File: config.mk
export PLATFORM = sky130hd
export DESIGN_NAME = hotspot_tcache
export DESIGN_NICKNAME = d
export VERILOG_FILES = /design/src/rtl/hc_pkg.sv /design/src/rtl/hc_capture.sv /design/src/rtl/hc_store.sv /design/src/rtl/hotspot_tcache.sv
export SDC_FILE = /design/constraint.sdc
export NUM_CORES = 2
export LEC_CHECK = 0
export ABC_AREA = 1
export BUFFER_PORTS_ARGS = -buffer_cell sky130_fd_sc_hd__buf_2
export CORE_ASPECT_RATIO = 0.7
export CORE_UTILIZATION = 55
export CTS_BUF_LIST = sky130_fd_sc_hd__clkbuf_4 sky130_fd_sc_hd__clkbuf_8
export CTS_CLUSTER_SIZE = 24
export DETAILED_ROUTE_END_ITERATION = 10
export PLACE_DENSITY = 0.72
export RECOVER_POWER = 100
export SLEW_MARGIN = 20
export SYNTH_ARGS = -nofsm -noshare
export SYNTH_HDL_FRONTEND = slang
export SYNTH_SLANG_ARGS = --single-unit
File: constraint.sdc
create_clock -name clk -period 10.5 [get_ports clk]
set_clock_uncertainty 0.2 [all_clocks]
set_input_delay 0 -clock clk [delete_from_list [all_inputs] [get_ports clk]]
set_output_delay 0 -clock clk [all_outputs]
set_load 0.1 [all_outputs]
File: src/rtl/hc_pkg.sv
package hc_pkg;
   typedef enum logic [1:0] {
      CAP_IDLE  = 2'd0,
      CAP_ARMED = 2'd1,
      CAP_RUN   = 2'd2
   } cap_state_e;

   localparam int unsigned MIN_COMMIT = 4;
endpackage

File: src/rtl/hc_capture.sv
module hc_capture
   import hc_pkg::*;
#(
   parameter int unsigned PC_W       = 32,
   parameter int unsigned CFG_W      = 32,
   parameter int unsigned MAX_LEN    = 8,
   parameter int unsigned SPEC_LIMIT = 1,
   localparam int unsigned LEN_W     = $clog2(MAX_LEN + 1),
   localparam int unsigned IDX_W     = $clog2(MAX_LEN),
   localparam int unsigned BR_W      = $clog2(SPEC_LIMIT + 2)
) (
   input  logic                     clk,
   input  logic                     rst_n,
   input  logic                     hold,
   input  logic                     rt_valid,
   input  logic [PC_W-1:0]          rt_pc,
   input  logic [CFG_W-1:0]         rt_cfg,
   input  logic                     rt_ok,
   input  logic                     rt_br,
   output logic                     cm_valid,
   output logic [PC_W-1:0]          cm_tag,
   output logic [LEN_W-1:0]         cm_len,
   output logic [MAX_LEN*CFG_W-1:0] cm_data,
   output logic [LEN_W-1:0]         run_len
);
   cap_state_e         st, st_n;
   logic [LEN_W-1:0]   len, len_n;
   logic [BR_W-1:0]    brc, brc_n;
   logic [PC_W-1:0]    tag, tag_n;
   logic [CFG_W-1:0]   bufr  [MAX_LEN];
   logic [CFG_W-1:0]   buf_n [MAX_LEN];
   logic               end_run;

   always_comb begin
      st_n    = st;
      len_n   = len;
      brc_n   = brc;
      tag_n   = tag;
      end_run = 1'b0;
      for (int i = 0; i < MAX_LEN; i++) buf_n[i] = bufr[i];
      if (rt_valid && !hold) begin
         unique case (st)
            CAP_IDLE: begin
               if (rt_br) st_n = CAP_ARMED;
            end
            CAP_ARMED: begin
               if (!rt_ok) begin
                  st_n = CAP_IDLE;
               end else if (!rt_br) begin
                  st_n  = CAP_RUN;
                  tag_n = rt_pc;
                  for (int i = 0; i < MAX_LEN; i++) buf_n[i] = '0;
                  buf_n[0] = rt_cfg;
                  len_n = LEN_W'(1);
                  brc_n = '0;
               end
            end
            CAP_RUN: begin
               if (!rt_ok) begin
                  end_run = 1'b1;
                  st_n    = CAP_IDLE;
               end else if (rt_br && brc == BR_W'(SPEC_LIMIT)) begin
                  end_run = 1'b1;
                  st_n    = CAP_ARMED;
               end else begin
                  buf_n[len[IDX_W-1:0]] = rt_cfg;
                  len_n = len + LEN_W'(1);
                  if (rt_br) brc_n = brc + BR_W'(1);
                  if (len_n == LEN_W'(MAX_LEN)) begin
                     end_run = 1'b1;
                     st_n    = CAP_IDLE;
                  end
               end
            end
            default: st_n = CAP_IDLE;
         endcase
      end
   end

   always_ff @(posedge clk) begin
      if (!rst_n) begin
         st  <= CAP_IDLE;
         len <= '0;
         brc <= '0;
         tag <= '0;
         for (int i = 0; i < MAX_LEN; i++) bufr[i] <= '0;
      end else begin
         st  <= st_n;
         len <= len_n;
         brc <= brc_n;
         tag <= tag_n;
         for (int i = 0; i < MAX_LEN; i++) bufr[i] <= buf_n[i];
      end
   end

   for (genvar g = 0; g < MAX_LEN; g++) begin : g_pack
      assign cm_data[g*CFG_W +: CFG_W] = buf_n[g];
   end

   assign cm_valid = end_run && (len_n >= LEN_W'(MIN_COMMIT));
   assign cm_tag   = tag_n;
   assign cm_len   = len_n;
   assign run_len  = len;
endmodule

File: src/rtl/hc_store.sv
module hc_store #(
   parameter int unsigned PC_W    = 32,
   parameter int unsigned CFG_W   = 32,
   parameter int unsigned MAX_LEN = 8,
   parameter int unsigned ENTRIES = 8,
   localparam int unsigned LEN_W  = $clog2(MAX_LEN + 1),
   localparam int unsigned PTR_W  = $clog2(ENTRIES),
   localparam int unsigned DATA_W = MAX_LEN * CFG_W
) (
   input  logic               clk,
   input  logic               rst_n,
   input  logic               cm_valid,
   input  logic [PC_W-1:0]    cm_tag,
   input  logic [LEN_W-1:0]   cm_len,
   input  logic [DATA_W-1:0]  cm_data,
   input  logic               lk_valid,
   input  logic [PC_W-1:0]    lk_pc,
   output logic               lk_hit,
   output logic [LEN_W-1:0]   lk_len,
   output logic [DATA_W-1:0]  lk_cfg,
   output logic [PTR_W-1:0]   wr_ptr
);
   logic [ENTRIES-1:0] vld;
   logic [ENTRIES-1:0] match;
   logic [PC_W-1:0]    tags [ENTRIES];
   logic [LEN_W-1:0]   lens [ENTRIES];
   logic [DATA_W-1:0]  data [ENTRIES];
   logic [PTR_W-1:0]   ptr_nx;
   logic [PTR_W-1:0]   sel;

   if ((1 << PTR_W) == ENTRIES) begin : g_wrap_pow2
      assign ptr_nx = wr_ptr + PTR_W'(1);
   end else begin : g_wrap_cmp
      assign ptr_nx = (wr_ptr == PTR_W'(ENTRIES - 1)) ? '0 : wr_ptr + PTR_W'(1);
   end

   always_ff @(posedge clk) begin
      if (!rst_n) begin
         vld    <= '0;
         wr_ptr <= '0;
      end else if (cm_valid) begin
         vld[wr_ptr] <= 1'b1;
         wr_ptr      <= ptr_nx;
      end
   end

   always_ff @(posedge clk) begin
      if (cm_valid) begin
         tags[wr_ptr] <= cm_tag;
         lens[wr_ptr] <= cm_len;
         data[wr_ptr] <= cm_data;
      end
   end

   for (genvar e = 0; e < ENTRIES; e++) begin : g_cmp
      assign match[e] = vld[e] && (tags[e] == lk_pc);
   end

   always_comb begin
      sel = '0;
      for (int e = 0; e < ENTRIES; e++)
         if (match[e]) sel = PTR_W'(e);
   end

   assign lk_hit = lk_valid && (|match);
   assign lk_len = lk_hit ? lens[sel] : '0;
   assign lk_cfg = lk_hit ? data[sel] : '0;
endmodule

File: src/rtl/hotspot_tcache.sv
module hotspot_tcache #(
   parameter int unsigned PC_W       = 32,
   parameter int unsigned CFG_W      = 32,
   parameter int unsigned MAX_LEN    = 8,
   parameter int unsigned ENTRIES    = 8,
   parameter int unsigned SPEC_LIMIT = 1,
   localparam int unsigned LEN_W     = $clog2(MAX_LEN + 1),
   localparam int unsigned PTR_W     = $clog2(ENTRIES)
) (
   input  logic                     clk,
   input  logic                     rst_n,
   input  logic                     rt_valid,
   input  logic [PC_W-1:0]          rt_pc,
   input  logic [CFG_W-1:0]         rt_cfg,
   input  logic                     rt_ok,
   input  logic                     rt_br,
   input  logic                     lk_valid,
   input  logic [PC_W-1:0]          lk_pc,
   output logic                     lk_hit,
   output logic [LEN_W-1:0]         lk_len,
   output logic [MAX_LEN*CFG_W-1:0] lk_cfg,
   output logic                     stall
);
   if (MAX_LEN < hc_pkg::MIN_COMMIT) begin : g_bad_len
      $error("MAX_LEN must allow a committable run");
   end
   if (ENTRIES < 2) begin : g_bad_entries
      $error("ENTRIES must be at least 2");
   end
   if (PC_W < 1 || CFG_W < 1) begin : g_bad_width
      $error("PC_W and CFG_W must be positive");
   end

   logic                     cm_valid;
   logic [PC_W-1:0]          cm_tag;
   logic [LEN_W-1:0]         cm_len;
   logic [MAX_LEN*CFG_W-1:0] cm_data;
   logic [LEN_W-1:0]         cap_len;
   logic [PTR_W-1:0]         wr_ptr;

   hc_capture #(
      .PC_W(PC_W), .CFG_W(CFG_W), .MAX_LEN(MAX_LEN), .SPEC_LIMIT(SPEC_LIMIT)
   ) u_cap (
      .clk(clk), .rst_n(rst_n), .hold(stall),
      .rt_valid(rt_valid), .rt_pc(rt_pc), .rt_cfg(rt_cfg),
      .rt_ok(rt_ok), .rt_br(rt_br),
      .cm_valid(cm_valid), .cm_tag(cm_tag), .cm_len(cm_len),
      .cm_data(cm_data), .run_len(cap_len)
   );

   hc_store #(
      .PC_W(PC_W), .CFG_W(CFG_W), .MAX_LEN(MAX_LEN), .ENTRIES(ENTRIES)
   ) u_store (
      .clk(clk), .rst_n(rst_n),
      .cm_valid(cm_valid), .cm_tag(cm_tag), .cm_len(cm_len), .cm_data(cm_data),
      .lk_valid(lk_valid), .lk_pc(lk_pc),
      .lk_hit(lk_hit), .lk_len(lk_len), .lk_cfg(lk_cfg), .wr_ptr(wr_ptr)
   );

   assign stall = lk_hit;
endmodule

== After elaboration in Yosys (flattened, before gate mapping) ==
Memories as Yosys holds them, arrays and structs flattened.
Cells that the tools add are included.
Word-level totals
  logic and storage cells: 128
  memories: 4
  bits in writable memories: 2592
  register bits: 51
  output and inout port bits: 262
  bits of input ports: 102
Operators by class
  equality and inequality tests: 20
  add/subtract/negate cells: 3
  $lt $le $gt $ge: 5
  mux-type cells: 60
  reduce and logical (&&, ||, !) cells: 20
  bitwise logic cells: 10
Memories
  u_store.data: words 8, width 256, read ports 1, clocked after memory_dff 0, write ports 1, line hc_store.sv:27  | logic [DATA_W-1:0] data [ENTRIES];
  u_cap.bufr: words 8, width 32, read ports 8, clocked after memory_dff 0, write ports 8, line hc_capture.sv:30  | logic [CFG_W-1:0] bufr [MAX_LEN];
  u_store.tags: words 8, width 32, read ports 8, clocked after memory_dff 0, write ports 1, line hc_store.sv:25  | logic [PC_W-1:0] tags [ENTRIES];
  u_store.lens: words 8, width 4, read ports 1, clocked after memory_dff 0, write ports 1, line hc_store.sv:26  | logic [LEN_W-1:0] lens [ENTRIES];
Operators by type and width (count)
  2-to-1 mux 256 bit: 6
  one-hot mux 256 bit (2 select lines): 1
  2-to-1 mux 32 bit: 13
  bitwise mux 256 bit: 1
  == test 32 bit: 8
  demux 32 bit (select 3 bit): 1
  2-to-1 mux 2 bit: 13
  2-to-1 mux 4 bit: 6
  logical AND 1 bit: 14
  2-to-1 mux 3 bit: 4
  inequality test 2 bit (second input constant): 6
  2-to-1 mux 1 bit: 11
  OR 1 bit: 8
  OR 8 bit: 1
  one-hot mux 4 bit (2 select lines): 1
  OR reduction 8 bit: 1
  AND reduction 7 bit: 1
  one-hot mux 2 bit (3 select lines): 1
  adder 4 x 1 -> 4 bit (second input constant): 1
  == test 2 x 1 -> 1 bit (second input constant): 2
  == test 4 bit (second input constant): 1
  greater-or-equal comparator 4 x 3 -> 1 bit (second input constant): 1
  greater-or-equal comparator 4 bit (second input constant): 1
  less-than comparator 3 x 4 -> 1 bit (second input constant): 1
  14 further kinds: 14

== Depth between registers and ports, before layout ==
An unclocked memory read counts as a cell.
  word-level depth: 12
  depth in mapped cells: 24
  mapped depth without buffers: 21

== Cells and area by module ==
Synthesis repeated with hierarchy kept, for this count alone.
Second synthesis, totals
  cell total of the unflattened synthesis: 12835
  area, all modules: 119313.2 sq um
By module, submodules not included
  hc_store: cells an instance 9903, area an instance 103128.9 sq um, times used 1
  hc_capture: cells an instance 2931, area an instance 16176.8 sq um, times used 1
  hotspot_tcache: cells an instance 1, area an instance 7.5 sq um, times used 1

== Least setup slack after synthesis ==
No wires, ideal clock.
  path type: reg2reg
  from: memory u_store.tags[7][10]
  to: memory u_store.data[0][0] (netlist name), enable pin
  clock period less this slack: 8573 ps
  required time: 9659 ps
  stages on the path, launching flop included: 18
  slack: 1927 ps
  arrival: 7733 ps
  path through: edfxtp_1 > xnor2_1 > nand2_1 > nor2_1 > nand2_1 > nor2_1 > nand3_2 > nand2_1 > nor2_4 > nand2_1 > nand2_2 > nand3_2 > nand2_1 > nand2_1 > inv_1 > nand2_1 > nand3_1 > inv_1
RTL lines (line)
  start: declaration: hc_store.sv:25
  end: declaration: hc_store.sv:27

==> impl_metrics.ini <==
[sta]
finalMaxSlewViolations = 388
tns_ns = 0
finalHoldViolations = 0
fmax_mhz = 115
worstMarginPinSlew_ns = 2.69
slew_headroom_pct = -79.4
finalCritPeriodShare_pct = 83.1
fin_crit_ns = 8.73
grt_setup_unrepaired = false
setup_violations = 0

[placed_design]
place_congestion = 0.964
dp_hpwl_mm = 181
portBuffers = 363

[min_path]
hold_class = in -> reg
hold_path_startpoint = rst_n

[global_routing]
grt_pass1_vias = 81300
gr-total-overflow = 0
grt_max_degree = 225
antenna_found_initial = 29
grt_util_all_layers_pct = 32.3
grt_pass1_wl_mm = 509

[setup_path]
crit_chain = nand2_1 > o21ai_0 > nor2_1 > nand2_1 > nor2_1 > nand3_1 > nand2_1 > nor2_1 > nand2_1 > nand2_1 > inv_8 > clkbuf_2 > nand2_1 > nor2_1 > clkbuf_1
worstPathArrival_ns = 8.53
slowest_stage = clkbuf_2
cp-end-kind = output port
critPathMaxFanout = 116
path_class = reg -> out
critPathLaunch = u_store.tags[7][5]
cp_num_buf_inv = 3
crit_family = simple AND/OR/NAND/NOR gates
cp-start-kind = flop
rr_startpoint = u_store.tags[7][13]
cpPeakStageDelay_ns = 1.54
path_common_cell = nand2_1
cp.required_ns = 10.30

[synth]
async_flop_share_pct = 0
ys_types = 36
synth_area_mm2 = 0.116
synth_area_per_cell_um2 = 9.92
ys.flop_type = edfxtp_1
synth_warnings = 0
synth-seq-cells = 2643
postSynthCellCount = 11600
synth_edf_count = 2336
syn_nets = 11800
seq_area_frac_synth_pct = 66.0

[clock_network]
clk_pin_slew_ns = 0.07
clk_latency_ns = 1.00
cts_resized = 0
cts_sinks = 2643
post_cts_buffers = 0
cts_tree = yes
cts_buffer_depth = 4
ctsHtreeMaxLevel = 5
cts_buffers = 403
holdBufCountCts = 220
clock-root-buffer = clkbuf_8

[floorplanning]
io_pins = 364
core_mm2 = 0.208
die_w_um = 550
fp-row-count = 140
initial_core_util_pct = 55.5
die_y_um = 386
dieArea_mm2 = 0.212

[routing]
routed_wl_mm = 346
dr.pass1.iters = 8
via_per_inst = 5.61
post_drt_wl_per_cell_um = 22.8
drcViolationCount = 0
vias = 85300
ant_nets = 0
drt_iter0_markers = 10900

[power]
vdd_ir_drop_max_v = 0.0000926
total_power_w = 0.0208
p_leak_nw = 54.3
powerDensity_mw_per_mm2 = 160

[status]
violations = max-capacitance violations, max-slew violations
status = finished with violations

[layout]
nets = 12200
drive_gt1_share_pct = 8.24
area_growth_pct = 12.2
final_util_pct = 62.2

[run]
drv_cap = 9
[cell usage after synthesis (15+ instances only)]
master / count / area (um^2)
xnor2_1: 73 / 639
clkbuf_1: 327 / 1230
nand3_1: 1552 / 7770
buf_1: 67 / 251
edfxtp_1: 2336 / 70100
nor2_1: 1189 / 4460
o22ai_1: 18 / 113
nand2_1: 2983 / 11200
buf_6: 21 / 236
nand4_1: 35 / 219
a21oi_1: 310 / 1550
inv_1: 1588 / 5960
dfxtp_1: 307 / 6150
buf_2: 233 / 1170
buf_4: 15 / 113
nand3b_1: 521 / 3910
o21ai_0: 22 / 110
[worst paths after layout]
kind,slack [ns],depth (start not counted),end
max reg2reg,1.98,22,u_cap.bufr[0][30]
min reg2reg,0.27,2,u_store.vld[7]
max,1.77,15,lk_cfg[159]
min,0.03,4,u_cap.run_len[3]
[where the power goes]
group          switching, W  internal, W  leakage, nW  total [W]
registers        0.00000258       0.0113         22.4     0.0113
logic              0.000406     0.000115         27.3   0.000521
clock network       0.00407      0.00493         4.54    0.00900
[layout by cell type, fill, tap and decap left out, drive strengths merged, types with 27 or more instances in the layout]
master	count
nand3	1554
buf	291
xnor2	73
a21oi	311
nand4	35
nor2	1191
clkinv	106
dlygate4sd3	220
clkbuf	791
nand3b	521
edfxtp	2336
inv	1602
nand2	2985
diode	29
dfxtp	307
o21ai	27
[registers in the layout (all words and copies together), names as in the netlist]
name and cells:
u_cap.st 2, u_store.tags 256, u_store.vld 8, u_store.lens 32, u_cap.tag 32, u_cap.brc 2, u_store.wr_ptr 3, u_cap.bufr 256
u_cap.run_len 4, u_store.data 2048
[cell type report]
| cell class | count | area (um^2) |
|---|---|---|
| inverter | 1602 | 6100 |
| timing repair buffer | 686 | 4930 |
| multi-input combinational | 6740 | 30300 |
| clock buffer | 616 | 7590 |
| sequential | 2643 | 76300 |
| antenna | 29 | 72.6 |
| tap | 2769 | 3460 |
| clock inverter | 127 | 933 |
| fill | 16500 | 78800 |
[layer usage]
layer / wire length, um / vias up / GRT usage [%] / share of wire (%)
met5: 55 / - / 0 / 0.016
met4: 13200 / 10 / 13.9 / 3.8
met3: 39600 / 689 / 7.31 / 11
met2: 152000 / 4636 / 48.3 / 44
met1: 142000 / 41000 / 45.4 / 41
li1: - / 38900 / - / -
[kinds of logic (layout without fill, tap and decap cells)]
family | count (synthesis) | in the layout | share of synthesized area (%)
other | 0 | 29 | 0
AO/OA/AOI/OAI | 366 | 366 | 1.64
buffers and inverters | 2265 | 3031 | 7.79
XOR/XNOR | 75 | 75 | 0.568
adder cells (fa/ha/maj) | 7 | 7 | 0.0758
flip-flops | 2643 | 2643 | 66.0
AND/OR/NAND/NOR | 6292 | 6292 | 23.9
[stage by stage]
| step | cell area, um^2 | cells | setup slack, ns | hold WS [ns] |
|---|---|---|---|---|
| 5_1_grt | 130000 | 15200 | 1.53 | 0.0819 |
| 4_1_cts | 130000 | 15200 | 3.44 | 0.00902 |
| 3_3_place_gp | 119000 | 14200 | 4.38 | 0.0761 |
| 6_report | 130000 | 15200 | 1.77 | 0.0250 |
| 2_1_floorplan | 116000 | 11600 | 1.93 | -0.0796 |
| 3_5_place_dp | 119000 | 14200 | 4.27 | 0.0873 |
[worst register-to-register path, delay by kind of cell (launching register included)]
family	cells	cell delay [ns]
buffers and inverters	7	3.92
and+or+nand+nor	14	3.85
DFF	1	0.35
AOI/OAI and AO/OA	1	0.16
(Power assumes the default switching activity.)
